### src/rtl/deser_pkg.sv
package deser_pkg;
   // Width of a counter that must hold values 0..max_val, never below 1.
   function automatic int unsigned cnt_width(input int unsigned max_val);
      int unsigned w;
      w = 1;
      while ((1 << w) <= max_val) w++;
      return w;
   endfunction
endpackage

### src/rtl/deser_slot_timer.sv
module deser_slot_timer #(
   parameter int unsigned RATIO       = 4,
   parameter int unsigned IDLE_CYCLES = 2
) (
   input  logic clk,
   input  logic rst,
   output logic data_slot,
   output logic boundary
);
   localparam int unsigned PERIOD = RATIO + IDLE_CYCLES;
   localparam int unsigned PH_W   = deser_pkg::cnt_width(PERIOD);

   logic [PH_W-1:0] phase_q;
   logic            last_slot;

   assign last_slot = (phase_q == PH_W'(PERIOD - 1));

   always_ff @(posedge clk) begin
      if (rst)            phase_q <= '0;
      else if (last_slot) phase_q <= '0;
      else                phase_q <= phase_q + 1'b1;
   end

   generate
      if (IDLE_CYCLES == 0) begin : g_no_idle
         assign data_slot = 1'b1;
      end else begin : g_idle
         assign data_slot = (phase_q < PH_W'(RATIO));
      end
   endgenerate

   assign boundary = last_slot;
endmodule

### src/rtl/deser_collect.sv
module deser_collect #(
   parameter int unsigned DATA_W = 8,
   parameter int unsigned RATIO  = 4,
   parameter bit          FRAMED = 1'b1,
   parameter int unsigned CNT_W  = 3,
   localparam int unsigned VEC_W = RATIO * DATA_W
) (
   input  logic              clk,
   input  logic              rst,
   input  logic [DATA_W-1:0] din,
   input  logic              din_valid,
   input  logic              din_start,
   input  logic              data_slot,
   output logic              accept,
   output logic              done,
   output logic [VEC_W-1:0]  done_vec,
   output logic [CNT_W-1:0]  fill
);
   logic [DATA_W-1:0] lane_q [RATIO];
   logic [CNT_W-1:0]  cnt_q;
   logic [CNT_W-1:0]  wr_idx;
   logic [CNT_W-1:0]  next_cnt;
   logic              active_q;
   logic              take_start;
   logic              take_cont;

   // Acceptance variant chosen by the framing option.
   generate
      if (FRAMED) begin : g_framed
         assign take_start = data_slot & din_valid & din_start;
         assign take_cont  = data_slot & din_valid & ~din_start & active_q;
      end else begin : g_free
         logic unused_framing;
         assign unused_framing = din_valid ^ din_start ^ active_q;
         assign take_start = data_slot & (cnt_q == '0);
         assign take_cont  = data_slot & (cnt_q != '0);
      end
   endgenerate

   assign accept   = take_start | take_cont;
   assign wr_idx   = take_start ? '0 : cnt_q;
   assign next_cnt = wr_idx + 1'b1;
   assign done     = accept && (next_cnt == CNT_W'(RATIO));
   assign fill     = cnt_q;

   always_ff @(posedge clk) begin
      if (rst) begin
         cnt_q    <= '0;
         active_q <= 1'b0;
      end else if (done) begin
         cnt_q    <= '0;
         active_q <= 1'b0;
      end else if (accept) begin
         cnt_q    <= next_cnt;
         active_q <= 1'b1;
      end
   end

   generate
      for (genvar i = 0; i < RATIO; i++) begin : g_lane
         logic hit;
         assign hit = accept && (wr_idx == CNT_W'(i));
         always_ff @(posedge clk) begin
            if (rst)      lane_q[i] <= '0;
            else if (hit) lane_q[i] <= din;
         end
         assign done_vec[i*DATA_W +: DATA_W] = hit ? din : lane_q[i];
      end
   endgenerate
endmodule

### src/rtl/deser_emit.sv
module deser_emit #(
   parameter int unsigned            VEC_W      = 32,
   parameter logic [VEC_W-1:0]       INIT_VALUE = '0
) (
   input  logic             clk,
   input  logic             rst,
   input  logic             boundary,
   input  logic             done,
   input  logic [VEC_W-1:0] done_vec,
   output logic [VEC_W-1:0] vec_out,
   output logic             vec_valid,
   output logic             slow_stb
);
   logic [VEC_W-1:0] pend_q;
   logic             pend_vld_q;

   always_ff @(posedge clk) begin
      if (rst) begin
         pend_q     <= '0;
         pend_vld_q <= 1'b0;
         vec_out    <= INIT_VALUE;
         vec_valid  <= 1'b0;
         slow_stb   <= 1'b0;
      end else begin
         slow_stb <= boundary;
         if (boundary) begin
            pend_vld_q <= 1'b0;
            if (done) begin
               vec_out   <= done_vec;
               vec_valid <= 1'b1;
            end else if (pend_vld_q) begin
               vec_out   <= pend_q;
               vec_valid <= 1'b1;
            end else begin
               vec_valid <= 1'b0;
            end
         end else begin
            vec_valid <= 1'b0;
            if (done) begin
               pend_q     <= done_vec;
               pend_vld_q <= 1'b1;
            end
         end
      end
   end
endmodule

### src/rtl/framed_deser.sv
module framed_deser #(
   parameter int unsigned DATA_W      = 8,
   parameter int unsigned RATIO       = 4,
   parameter int unsigned IDLE_CYCLES = 2,
   parameter bit          FRAMED      = 1'b1,
   parameter logic [RATIO*DATA_W-1:0] INIT_VALUE = '0
) (
   input  logic                    clk,
   input  logic                    rst,
   input  logic [DATA_W-1:0]       din,
   input  logic                    din_valid,
   input  logic                    din_start,
   output logic [RATIO*DATA_W-1:0] vec_out,
   output logic                    vec_valid,
   output logic                    slow_stb
);
   localparam int unsigned VEC_W = RATIO * DATA_W;
   localparam int unsigned CNT_W = deser_pkg::cnt_width(RATIO);

   generate
      if (DATA_W < 1) begin : g_bad_width
         $error("framed_deser: DATA_W must be at least 1");
      end
      if (RATIO < 1) begin : g_bad_ratio
         $error("framed_deser: RATIO must be at least 1");
      end
   endgenerate

   logic             data_slot;
   logic             boundary;
   logic             accept;
   logic             done;
   logic [VEC_W-1:0] done_vec;
   logic [CNT_W-1:0] fill;

   deser_slot_timer #(
      .RATIO       (RATIO),
      .IDLE_CYCLES (IDLE_CYCLES)
   ) u_timer (
      .clk       (clk),
      .rst       (rst),
      .data_slot (data_slot),
      .boundary  (boundary)
   );

   deser_collect #(
      .DATA_W (DATA_W),
      .RATIO  (RATIO),
      .FRAMED (FRAMED),
      .CNT_W  (CNT_W)
   ) u_collect (
      .clk       (clk),
      .rst       (rst),
      .din       (din),
      .din_valid (din_valid),
      .din_start (din_start),
      .data_slot (data_slot),
      .accept    (accept),
      .done      (done),
      .done_vec  (done_vec),
      .fill      (fill)
   );

   deser_emit #(
      .VEC_W      (VEC_W),
      .INIT_VALUE (INIT_VALUE)
   ) u_emit (
      .clk       (clk),
      .rst       (rst),
      .boundary  (boundary),
      .done      (done),
      .done_vec  (done_vec),
      .vec_out   (vec_out),
      .vec_valid (vec_valid),
      .slow_stb  (slow_stb)
   );
endmodule

### config.mk
export PLATFORM = sky130hd
export DESIGN_NAME = framed_deser
export DESIGN_NICKNAME = d
export VERILOG_FILES = /design/src/rtl/deser_pkg.sv /design/src/rtl/deser_slot_timer.sv /design/src/rtl/deser_collect.sv /design/src/rtl/deser_emit.sv /design/src/rtl/framed_deser.sv
export SDC_FILE = /design/constraint.sdc
export NUM_CORES = 1
export LEC_CHECK = 0
export BUFFER_PORTS_ARGS = -buffer_cell sky130_fd_sc_hd__buf_4
export CORE_MARGIN = 4
export CORE_UTILIZATION = 29
export CTS_BUF_LIST = sky130_fd_sc_hd__clkbuf_16
export CTS_CLUSTER_DIAMETER = 30
export CTS_CLUSTER_SIZE = 40
export DETAILED_ROUTE_END_ITERATION = 8
export HOLD_SLACK_MARGIN = 0.03
export PLACE_DENSITY = 0.43
export SLEW_MARGIN = 10
export SYNTH_ARGS = -nofsm -noshare
export SYNTH_HDL_FRONTEND = slang
export SYNTH_SLANG_ARGS = --single-unit
### constraint.sdc
create_clock -name clk -period 3.28 [get_ports clk]
set_clock_uncertainty 0.1 [all_clocks]
set_input_delay 0.492 -clock clk [delete_from_list [all_inputs] [get_ports clk]]
set_output_delay 0.492 -clock clk [all_outputs]
set_load 0.01 [all_outputs]
==> flow_metrics.env <==
export IMPL_status="complete, no violations"
export IMPL_ys_seq_area_frac=0.573
export IMPL_overflow=0
export IMPL_setup_tns_final_ns=0
export IMPL_synth_top_area_share=0.386
export IMPL_crit_arrival_ns=2.61
export IMPL_io_pins=46
export IMPL_multi_input_area_um2=1500
export IMPL_syn_area_um2=3840
export IMPL_yosysUniqueCellTypes=30
export IMPL_numCtsBuffers=9
export IMPL_layout_drive_gt1_share=0.145
export IMPL_syn_inst=409
export IMPL_grt_pass1_wl_um=14200
export IMPL_die_h_um=123
export IMPL_first_pass_iters=4
export IMPL_total_power_w=0.00231
export IMPL_ys_ff_latch=98
export IMPL_hold_path_class="in -> reg"
export IMPL_cts_sinks=98
export IMPL_drtIter0Drc=163
export IMPL_synth_area_leaders="dfxtp_1, edfxtp_1, nand2_1, nor2_1, a21oi_1"
export IMPL_cp_slowest_stage_delay_ns=0.45
export IMPL_grt_total_usage=0.124
export IMPL_initial_core_util=0.301
export IMPL_finalSetupViolations=0
export IMPL_seqCellArea_um2=2200
export IMPL_ant_nets=0
export IMPL_wl_um=8790
export IMPL_htree_levels=3
export IMPL_vdd_drop_max_uv=215
export IMPL_crit_fanout=57
export IMPL_criticalPathCategory="reg -> reg"
export IMPL_post_route_period_util=0.750
export IMPL_rows=41
export IMPL_path_common_cell="ha_1"
export IMPL_vias=2826
export IMPL_clock_latency_ns=0.34
export IMPL_required_ns=3.43
export IMPL_cts_root_buf="clkbuf_16"
export IMPL_final_hold_violation_count=0
export IMPL_tritoncts="yes"
export IMPL_nFillCells=1315
export IMPL_portBuffers=45
export IMPL_wire_per_inst_um=14.2
export IMPL_final_area_um2=4550
export IMPL_end_kind="flip-flop"
export IMPL_drc=0
export IMPL_diodes=0
export IMPL_post_dp_cell_area_um2=4300
export IMPL_first_global_vias=2813
export IMPL_core_um2=12800
export IMPL_grt_max_degree=58
export IMPL_cts_resized=0
export IMPL_cts_path_max_buffers=2
export IMPL_path_clk_slew_ns=0.06
export IMPL_max_slew_margin_rel=0.364
export IMPL_period_needed_ns=2.46
export IMPL_rsz0062_at_grt="false"
export IMPL_dieWidth_um=123
export IMPL_gp_congestion=0.757
export IMPL_slew_violations=0
export IMPL_max_freq_ghz=0.406
export IMPL_cp_start_kind="flip-flop"
export IMPL_fp_dieArea_um2=15200
export IMPL_cts_hold_buf=0
export IMPL_synth_largest_area_cell="dfxtp_1"
export IMPL_power_density_nw_per_um2=508
export IMPL_path_cells="nand3b_1 -> and2_1 -> ha_1 -> ha_1 -> o211a_1 -> buf_4 -> nor2_1 -> a311oi_1"
export IMPL_cts_setup_buffers=0
export IMPL_final_nets=460
export IMPL_dp_hpwl_um=5720
export IMPL_worst_pin_slew_ns=0.949
export IMPL_area_growth_pct=18.4
export IMPL_critPathSlowestCell="buf_4"
export IMPL_total_leakage_power_nw=1.77
export IMPL_synth_fp_nets=427
export IMPL_via_per_inst=4.57
export IMPL_syn_avg_cell_area_um2=9.39
export IMPL_antenna_found_initial=0
export IMPL_max_cap_violations=0
export IMPL_ys_warn_count=0
-- power by group --
group / switching [W] / leakage (nW) / internal (W)
registers: 0.0000105 / 0.848 / 0.00126
logic: 0.0000817 / 0.781 / 0.0000379
clock network: 0.000426 / 0.144 / 0.000495
total: 0.000519 / 1.77 / 0.00179
-- layer usage --
| layer | global-route usage | wire length, µm |
|---|---|---|
| met1 | 0.148 | 4060 |
| met2 | 0.211 | 4290 |
| met3 | 0.0316 | 303 |
| met4 | 0.0512 | 133 |
| met5 | 0 | 0 |
-- registers in the layout (all words and copies together) (netlist names) --
name	count
u_emit.pend_q	32
u_emit.vec_out	32
u_collect.lane_q	24
u_collect.fill	3
u_timer.phase_q	3
u_collect.active_q	1
u_emit.pend_vld_q	1
u_emit.slow_stb	1
u_emit.vec_valid	1
-- critical path: cells and delay by family (launching register included) --
kind / cells / cell delay, ns
simple gates: 3 / 0.52
compound gates: 2 / 0.42
flops: 1 / 0.44
buf+inv: 1 / 0.45
fa+ha+maj: 2 / 0.39
-- stage by stage --
step	hold slack (ns)	setup WS, ns	cells	util
global placement	0.333	0.775	603	0.337
CTS	0.321	0.786	619	0.356
global route	0.336	0.517	619	0.356
floorplan	0.321	1.01	409	-
finish	0.336	0.819	619	0.356
detailed placement	0.347	0.668	603	0.337
-- cell usage after synthesis --
library cell / number
nor2b_1: 1
a211oi_1: 14
clkbuf_1: 17
a311oi_1: 8
mux2i_1: 17
nand2_1: 86
or3_1: 3
o211ai_1: 1
nor2b_2: 1
o21ai_1: 1
a21oi_1: 36
nand2b_1: 14
buf_4: 1
nor2_1: 73
edfxtp_1: 24
and3_1: 1
o31ai_2: 1
dfxtp_1: 74
o31a_1: 1
buf_6: 2
nand3b_1: 1
o211ai_4: 2
inv_1: 3
ha_1: 6
nor3_1: 8
nand3_1: 1
buf_2: 8
a211oi_2: 2
o211a_1: 1
and2_1: 1
-- final timing paths --
check,cells after the start,startpoint,endpoint,slack [ns]
worst max-delay path,8,u_timer.phase_q[2],u_emit.pend_q[4],0.82
worst min-delay path,3,din[6],u_emit.pend_q[30],0.34
worst max register to register,8,u_timer.phase_q[2],u_emit.pend_q[4],0.82
worst min register to register,2,u_emit.vec_out[9],u_emit.vec_out[9],0.35
-- cell type report --
cell class / count / share of cell area
Sequential cell: 98 / 0.484
Multi-Input combinational cell: 280 / 0.329
Timing Repair Buffer: 50 / 0.0825
Clock buffer: 9 / 0.0495
Tap cell: 172 / 0.0473
Clock inverter: 7 / 0.00577
Inverter: 3 / 0.00247
-- cell usage in the layout, fill, tap and decap left out, types with 2 or more instances in the layout --
master     count
nand2_1       86
dfxtp_1       74
nor2_1        73
buf_4         50
a21oi_1       36
edfxtp_1      24
mux2i_1       17
nand2b_1      14
a211oi_1      14
inv_1          9
clkbuf_16      9
a311oi_1       8
nor3_1         8
ha_1           6
or3_1          3
o211ai_4       2
a211oi_2       2
-- logic make-up (layout without fill, tap and decap cells) --
group	after synthesis	count (layout)	share of synthesized area
adder cells (fa/ha/maj)	6	6	0.0195
buffers and inverters	31	69	0.0378
multiplexers	17	17	0.0443
AND/OR/NAND/NOR	190	190	0.204
flip-flops	98	98	0.573
AO/OA/AOI/OAI	67	67	0.121
Power figures use the tool's default switching activity.
